$ cat config.mk
export PLATFORM = sky130hd
export DESIGN_NAME = stack_arb_top
export DESIGN_NICKNAME = d
export VERILOG_FILES = /design/src/rtl/stack_arb_pkg.sv /design/src/rtl/stack_arb_strap.sv /design/src/rtl/stack_arb_decide.sv /design/src/rtl/stack_arb_view.sv /design/src/rtl/stack_arb_top.sv
export SDC_FILE = /design/constraint.sdc
export NUM_CORES = 1
export LEC_CHECK = 0
export BUFFER_PORTS_ARGS = -buffer_cell sky130_fd_sc_hd__buf_2
export CAP_MARGIN = 10
export CORE_AREA = 2 2 39 41
export DETAILED_ROUTE_END_ITERATION = 16
export DIE_AREA = 0 0 41 43
export GPL_TIMING_DRIVEN = 0
export HOLD_SLACK_MARGIN = 0.15
export PLACE_DENSITY_LB_ADDON = 0.12
export SLEW_MARGIN = 20
export SYNTH_ARGS = -nofsm -noshare
export SYNTH_HDL_FRONTEND = slang
export SYNTH_SLANG_ARGS = --single-unit
$ cat constraint.sdc
create_clock -name clk -period 2.05 [get_ports clk]
set_input_delay 0.205 -clock clk [delete_from_list [all_inputs] [get_ports clk]]
set_output_delay 0.205 -clock clk [all_outputs]
set_load 0.01 [all_outputs]
$ cat src/rtl/stack_arb_pkg.sv
`timescale 1ns/1ps
package stack_arb_pkg;

    typedef enum logic [1:0] {
        BUS_IDLE    = 2'd0,
        BUS_SINGLE  = 2'd1,
        BUS_CONTEND = 2'd2
    } bus_state_e;

    typedef struct packed {
        logic ack_n;
        logic col_n;
    } arb_lines_t;

    localparam arb_lines_t LINES_RELEASED = '{ack_n: 1'b1, col_n: 1'b1};

    function automatic bus_state_e classify(input int unsigned n);
        if (n == 0)      return BUS_IDLE;
        else if (n == 1) return BUS_SINGLE;
        else             return BUS_CONTEND;
    endfunction

    function automatic arb_lines_t encode(input bus_state_e s);
        arb_lines_t l;
        l = LINES_RELEASED;
        case (s)
            BUS_SINGLE:  l.ack_n = 1'b0;
            BUS_CONTEND: l.col_n = 1'b0;
            default:     l = LINES_RELEASED;
        endcase
        return l;
    endfunction

endpackage

$ cat src/rtl/stack_arb_strap.sv
`timescale 1ns/1ps
module stack_arb_strap (
    input  logic clk,
    input  logic rst,
    input  logic master_sel_i,
    input  logic ext_arb_i,
    output logic role_o
);
    logic ext_q;

    always_ff @(posedge clk) begin
        if (rst) ext_q <= ext_arb_i;
    end

    assign role_o = master_sel_i & ~ext_q;

    // strap value frozen once reset is released
    p_strap_frozen_r6: assert property (@(posedge clk) disable iff (rst)
        !rst |=> $stable(ext_q));

endmodule

$ cat src/rtl/stack_arb_decide.sv
`timescale 1ns/1ps
module stack_arb_decide
    import stack_arb_pkg::*;
#(
    parameter int N_REMOTE = 3
) (
    input  logic                clk,
    input  logic                rst,
    input  logic                role_i,
    input  logic                local_req_i,
    input  logic [N_REMOTE-1:0] remote_req_i,
    output arb_lines_t          lines_o
);
    localparam int N_UNITS = N_REMOTE + 1;
    localparam int CNT_W   = $clog2(N_UNITS + 1);

    logic [N_UNITS-1:0] all_req;
    logic [CNT_W-1:0]   req_cnt;
    bus_state_e         state;
    arb_lines_t         lines_q;

    assign all_req = {remote_req_i, local_req_i};

    always_comb begin
        req_cnt = '0;
        for (int i = 0; i < N_UNITS; i++) begin
            req_cnt = req_cnt + CNT_W'(all_req[i]);
        end
    end

    assign state = classify(32'(req_cnt));

    always_ff @(posedge clk) begin
        if (rst)          lines_q <= LINES_RELEASED;
        else if (!role_i) lines_q <= LINES_RELEASED;
        else              lines_q <= encode(state);
    end

    assign lines_o = lines_q;

    p_single_ack_r2: assert property (@(posedge clk) disable iff (rst)
        (role_i && $countones(all_req) == 1) |=> (!lines_q.ack_n && lines_q.col_n));

    p_contend_col_r3: assert property (@(posedge clk) disable iff (rst)
        (role_i && $countones(all_req) >= 2) |=> (!lines_q.col_n && lines_q.ack_n));

    p_never_both_r3: assert property (@(posedge clk) disable iff (rst)
        (lines_q.ack_n || lines_q.col_n));

    p_idle_release_r4: assert property (@(posedge clk) disable iff (rst)
        (role_i && all_req == '0) |=> (lines_q.ack_n && lines_q.col_n));

    p_passive_release_r7: assert property (@(posedge clk) disable iff (rst)
        !role_i |=> (lines_q.ack_n && lines_q.col_n));

endmodule

$ cat src/rtl/stack_arb_view.sv
`timescale 1ns/1ps
module stack_arb_view
    import stack_arb_pkg::*;
(
    input  logic       role_i,
    input  arb_lines_t lines_i,
    input  logic       ack_n_pad_i,
    input  logic       col_n_pad_i,
    input  logic       local_req_i,
    output logic       ack_seen_o,
    output logic       col_seen_o,
    output logic       rx_from_bus_o,
    output logic       tx_granted_o
);
    arb_lines_t seen_lines;

    always_comb begin
        if (role_i) seen_lines = lines_i;
        else        seen_lines = '{ack_n: ack_n_pad_i, col_n: col_n_pad_i};
    end

    assign ack_seen_o    = ~seen_lines.ack_n;
    assign col_seen_o    = ~seen_lines.col_n;
    assign rx_from_bus_o = ~local_req_i & ack_seen_o;
    assign tx_granted_o  =  local_req_i & ack_seen_o;

endmodule

$ cat src/rtl/stack_arb_top.sv
`timescale 1ns/1ps
module stack_arb_top
    import stack_arb_pkg::*;
#(
    parameter int N_REMOTE = 3
) (
    input  logic                clk,
    input  logic                rst,
    input  logic                master_sel_i,
    input  logic                ext_arb_i,
    input  logic                local_req_i,
    input  logic [N_REMOTE-1:0] remote_req_i,
    input  logic                ack_n_i,
    input  logic                col_n_i,
    output logic                req_out_o,
    output logic                ack_n_o,
    output logic                ack_oe_o,
    output logic                col_n_o,
    output logic                col_oe_o,
    output logic                ack_seen_o,
    output logic                col_seen_o,
    output logic                rx_from_bus_o,
    output logic                tx_granted_o
);
    logic       role;
    arb_lines_t lines;

    stack_arb_strap u_strap (
        .clk          (clk),
        .rst          (rst),
        .master_sel_i (master_sel_i),
        .ext_arb_i    (ext_arb_i),
        .role_o       (role)
    );

    stack_arb_decide #(.N_REMOTE(N_REMOTE)) u_decide (
        .clk          (clk),
        .rst          (rst),
        .role_i       (role),
        .local_req_i  (local_req_i),
        .remote_req_i (remote_req_i),
        .lines_o      (lines)
    );

    stack_arb_view u_view (
        .role_i        (role),
        .lines_i       (lines),
        .ack_n_pad_i   (ack_n_i),
        .col_n_pad_i   (col_n_i),
        .local_req_i   (local_req_i),
        .ack_seen_o    (ack_seen_o),
        .col_seen_o    (col_seen_o),
        .rx_from_bus_o (rx_from_bus_o),
        .tx_granted_o  (tx_granted_o)
    );

    assign req_out_o = local_req_i;
    assign ack_n_o   = lines.ack_n;
    assign col_n_o   = lines.col_n;
    assign ack_oe_o  = role;
    assign col_oe_o  = role;

endmodule

==> run summary <==
Hold WC Path Type: in -> reg
Max clock buf depth: 2
period utilization: 75.96%
global-route wire length before repair: 786 um
worst hold path depth: 2
H-tree depth: 1
CP dominant cell by count: ha_1
Worst EP required: 2160 ps
Synth async-reset ratio: 0%
Storage cell area: 70.07 um2
Achievable Freq: 0.6422 GHz
Routed Wire Length: 494 um
Routed wire per std cell: 8.373 um
FF-to-FF End: u_decide.lines_o[0]
clock power share: 44.0%
switching part of the total: 24.78%
fin crit period: 1557 ps
Worst Hold Path EP: u_decide.lines_o[0]
final layout net count: 57
total gr overflow: 0
# fillers: 163
Worst Path Buf+Inv: 1
max_slew headroom: 93.07%
Slew Viols, Final: 0
CP max stage cell: fa_1
Worst Skew: 0.9291 ps
largest net degree at the start of global routing: 9
setup violators final: 0
initial core utilization: 16.55%
clk root buf: clkbuf_4
maximum VDD drop: 0.0002053 V
vias per inst: 3.644
critical path peak fanout: 4
RSZ-0062 raised after global routing: false
antenna violations before repair: 0
# resized after CTS: 0
Post-CTS Setup Bufs: 0
CTS buffer count: 3
FP Rows: 14
setup TNS: 0 ps
final cell utilization of the core: 27.12%
n_diodes: 0
slew at the pin closest to its max-slew limit: 101.1 ps
final hold violation count: 0
reg-to-reg setup timing slack: 930 ps
combinational power share: 26.3%
main flop type after synthesis: dfxtp_1
TritonRoute pass-1 iters: 1
routability congestion estimate: 0.6375
LEAKAGE: 0.2091 nW
yosys warns: 0
Vias: 215
status: finished clean
most common library cells after synthesis: buf_4 (2), dfxtp_1 (2), ha_1 (2), inv_1 (2), o211a_1 (2)
TritonCTS sink count: 3
Total GRT Usage: 7.437%
area of the multi-input gates: 125.1 um2
DRC viols: 0
Worst Setup End Kind: flop
Netlist cell types: 15
Arr. time, crit path: 1660 ps
DRT iter0 DRCs: 0
dominant cells by area after synthesis: dfxtp_1 (17%), edfxtp_1 (13%), ha_1 (11%)
CP peak stage delay: 370 ps
reg2reg start: u_strap.ext_q
cell-internal power: 0.1709 mW
IO Pins: 19
vias in the first global route: 203
share of layout cells above drive strength 1: 58.14%
CTS tree: built
HP Start: rst
Setup crit start kind: primary input
post-synthesis sequential area ratio: 30.60%
Die Area: 1763 um2
DP HPWL: 419.8 um
Synth top area share: 17.49%
Syn-to-layout area delta: 63.93%
clock latency on the worst-skew pair: 230 ps
Die Ht: 43 um
Post-Syn Area: 229.0 um2
pwr/cell area: 605.3 nW/um2
MaxCap Viol Count: 0
clock slew at reported path FFs: 30 ps
CP cell instances: buf_2 -> ha_1 -> fa_1 -> ha_1 -> nor2_1 -> or3b_1
Post-synth EDFFs: 1
Mapped Cells: 20
core box area: 1384 um2
Yosys top cell by area: dfxtp_1
Reg power frac: 29.7%
synthesized flop and latch total: 3
syn_area_per_cell: 11.45 um2
Die X: 41 um
worst reg2reg path depth: 3
I/O Buffers: 18
Net Switching: 0.05630 mW
CTS hold repair buffers: 1
Syn Nets: 33
Worst Path Class, Setup: in -> reg
ANT nets after route: 0
critical path's top delay family: adder cells
## worst max-delay path by stage
stage	from	endpoint	slack [ps]	cells past startpoint
floorplan	local_req_i	u_decide.lines_o[0]	440	5
global placement	local_req_i	u_decide.lines_o[0]	260	6
detailed placement	local_req_i	u_decide.lines_o[0]	240	6
CTS	local_req_i	u_decide.lines_o[0]	480	6
global route	local_req_i	u_decide.lines_o[0]	420	6
finish	local_req_i	u_decide.lines_o[0]	490	6
## sequential cells by signal, summed over array words and instances (netlist names)
name,count
u_decide.lines_o,2
u_strap.ext_q,1
## final cells by class
| type | count | area share [%] |
|---|---|---|
| Multi-Input combinational cell | 12 | 33.33 |
| Inverter | 2 | 2.000 |
| Buffer | 3 | 7.000 |
| Sequential cell | 3 | 18.67 |
| Tap cell | 16 | 5.333 |
| Timing Repair Buffer | 19 | 26.67 |
| Clock buffer | 4 | 7.000 |
## stage by stage
step / instance area (um2) / cells / power, mW / worst slack (ps) / hold slack, ps
after global placement: 339.1 / 54 / 0.1270 / 261.4 / 384.4
after detailed placement: 339.1 / 54 / 0.1283 / 238.6 / 383.3
final: 375.4 / 59 / 0.2272 / 492.8 / 199.8
after floorplan: 229.0 / 20 / 0.1025 / 440.0 / 303.9
after global routing: 375.4 / 59 / 0.2429 / 415.9 / 199.4
after CTS: 375.4 / 59 / 0.2340 / 478.9 / 193.5
## kinds of logic (layout without fill, tap and decap cells)
group,Yosys count,in the layout,synth area share [%]
muxes,1,1,4.372
AOI/OAI and AO/OA,3,3,12.02
DFF,3,3,30.60
adders and majority gates,3,3,19.67
buffers and inverters,5,28,14.75
and+or+nand+nor,5,5,18.58
## placed cells by master, fill, tap and decap left out, types with 2 or more instances in the layout
cell type / count
buf_2: 18
o211a_1: 2
ha_1: 2
dfxtp_1: 2
buf_4: 2
clkbuf_4: 3
inv_1: 2
## routing by layer
layer	track usage [%]	wire [um]	vias to the layer above
li1	-	-	113
met5	0	0	-
met2	10.00	310	7
met4	10.00	0	0
met3	3.141	35	0
met1	6.774	148	95
## power by group through the flow
stage / sequential [mW] / combinational [mW] / clock [mW]
global route: 0.0679 / 0.0677 / 0.107
CTS: 0.0674 / 0.0616 / 0.105
global placement: 0.0682 / 0.0588 / 0
finish: 0.0674 / 0.0598 / 0.100
detailed placement: 0.0683 / 0.0600 / 0
floorplan: 0.0689 / 0.0336 / 0
Note: power is estimated with default switching activity, not from simulation.
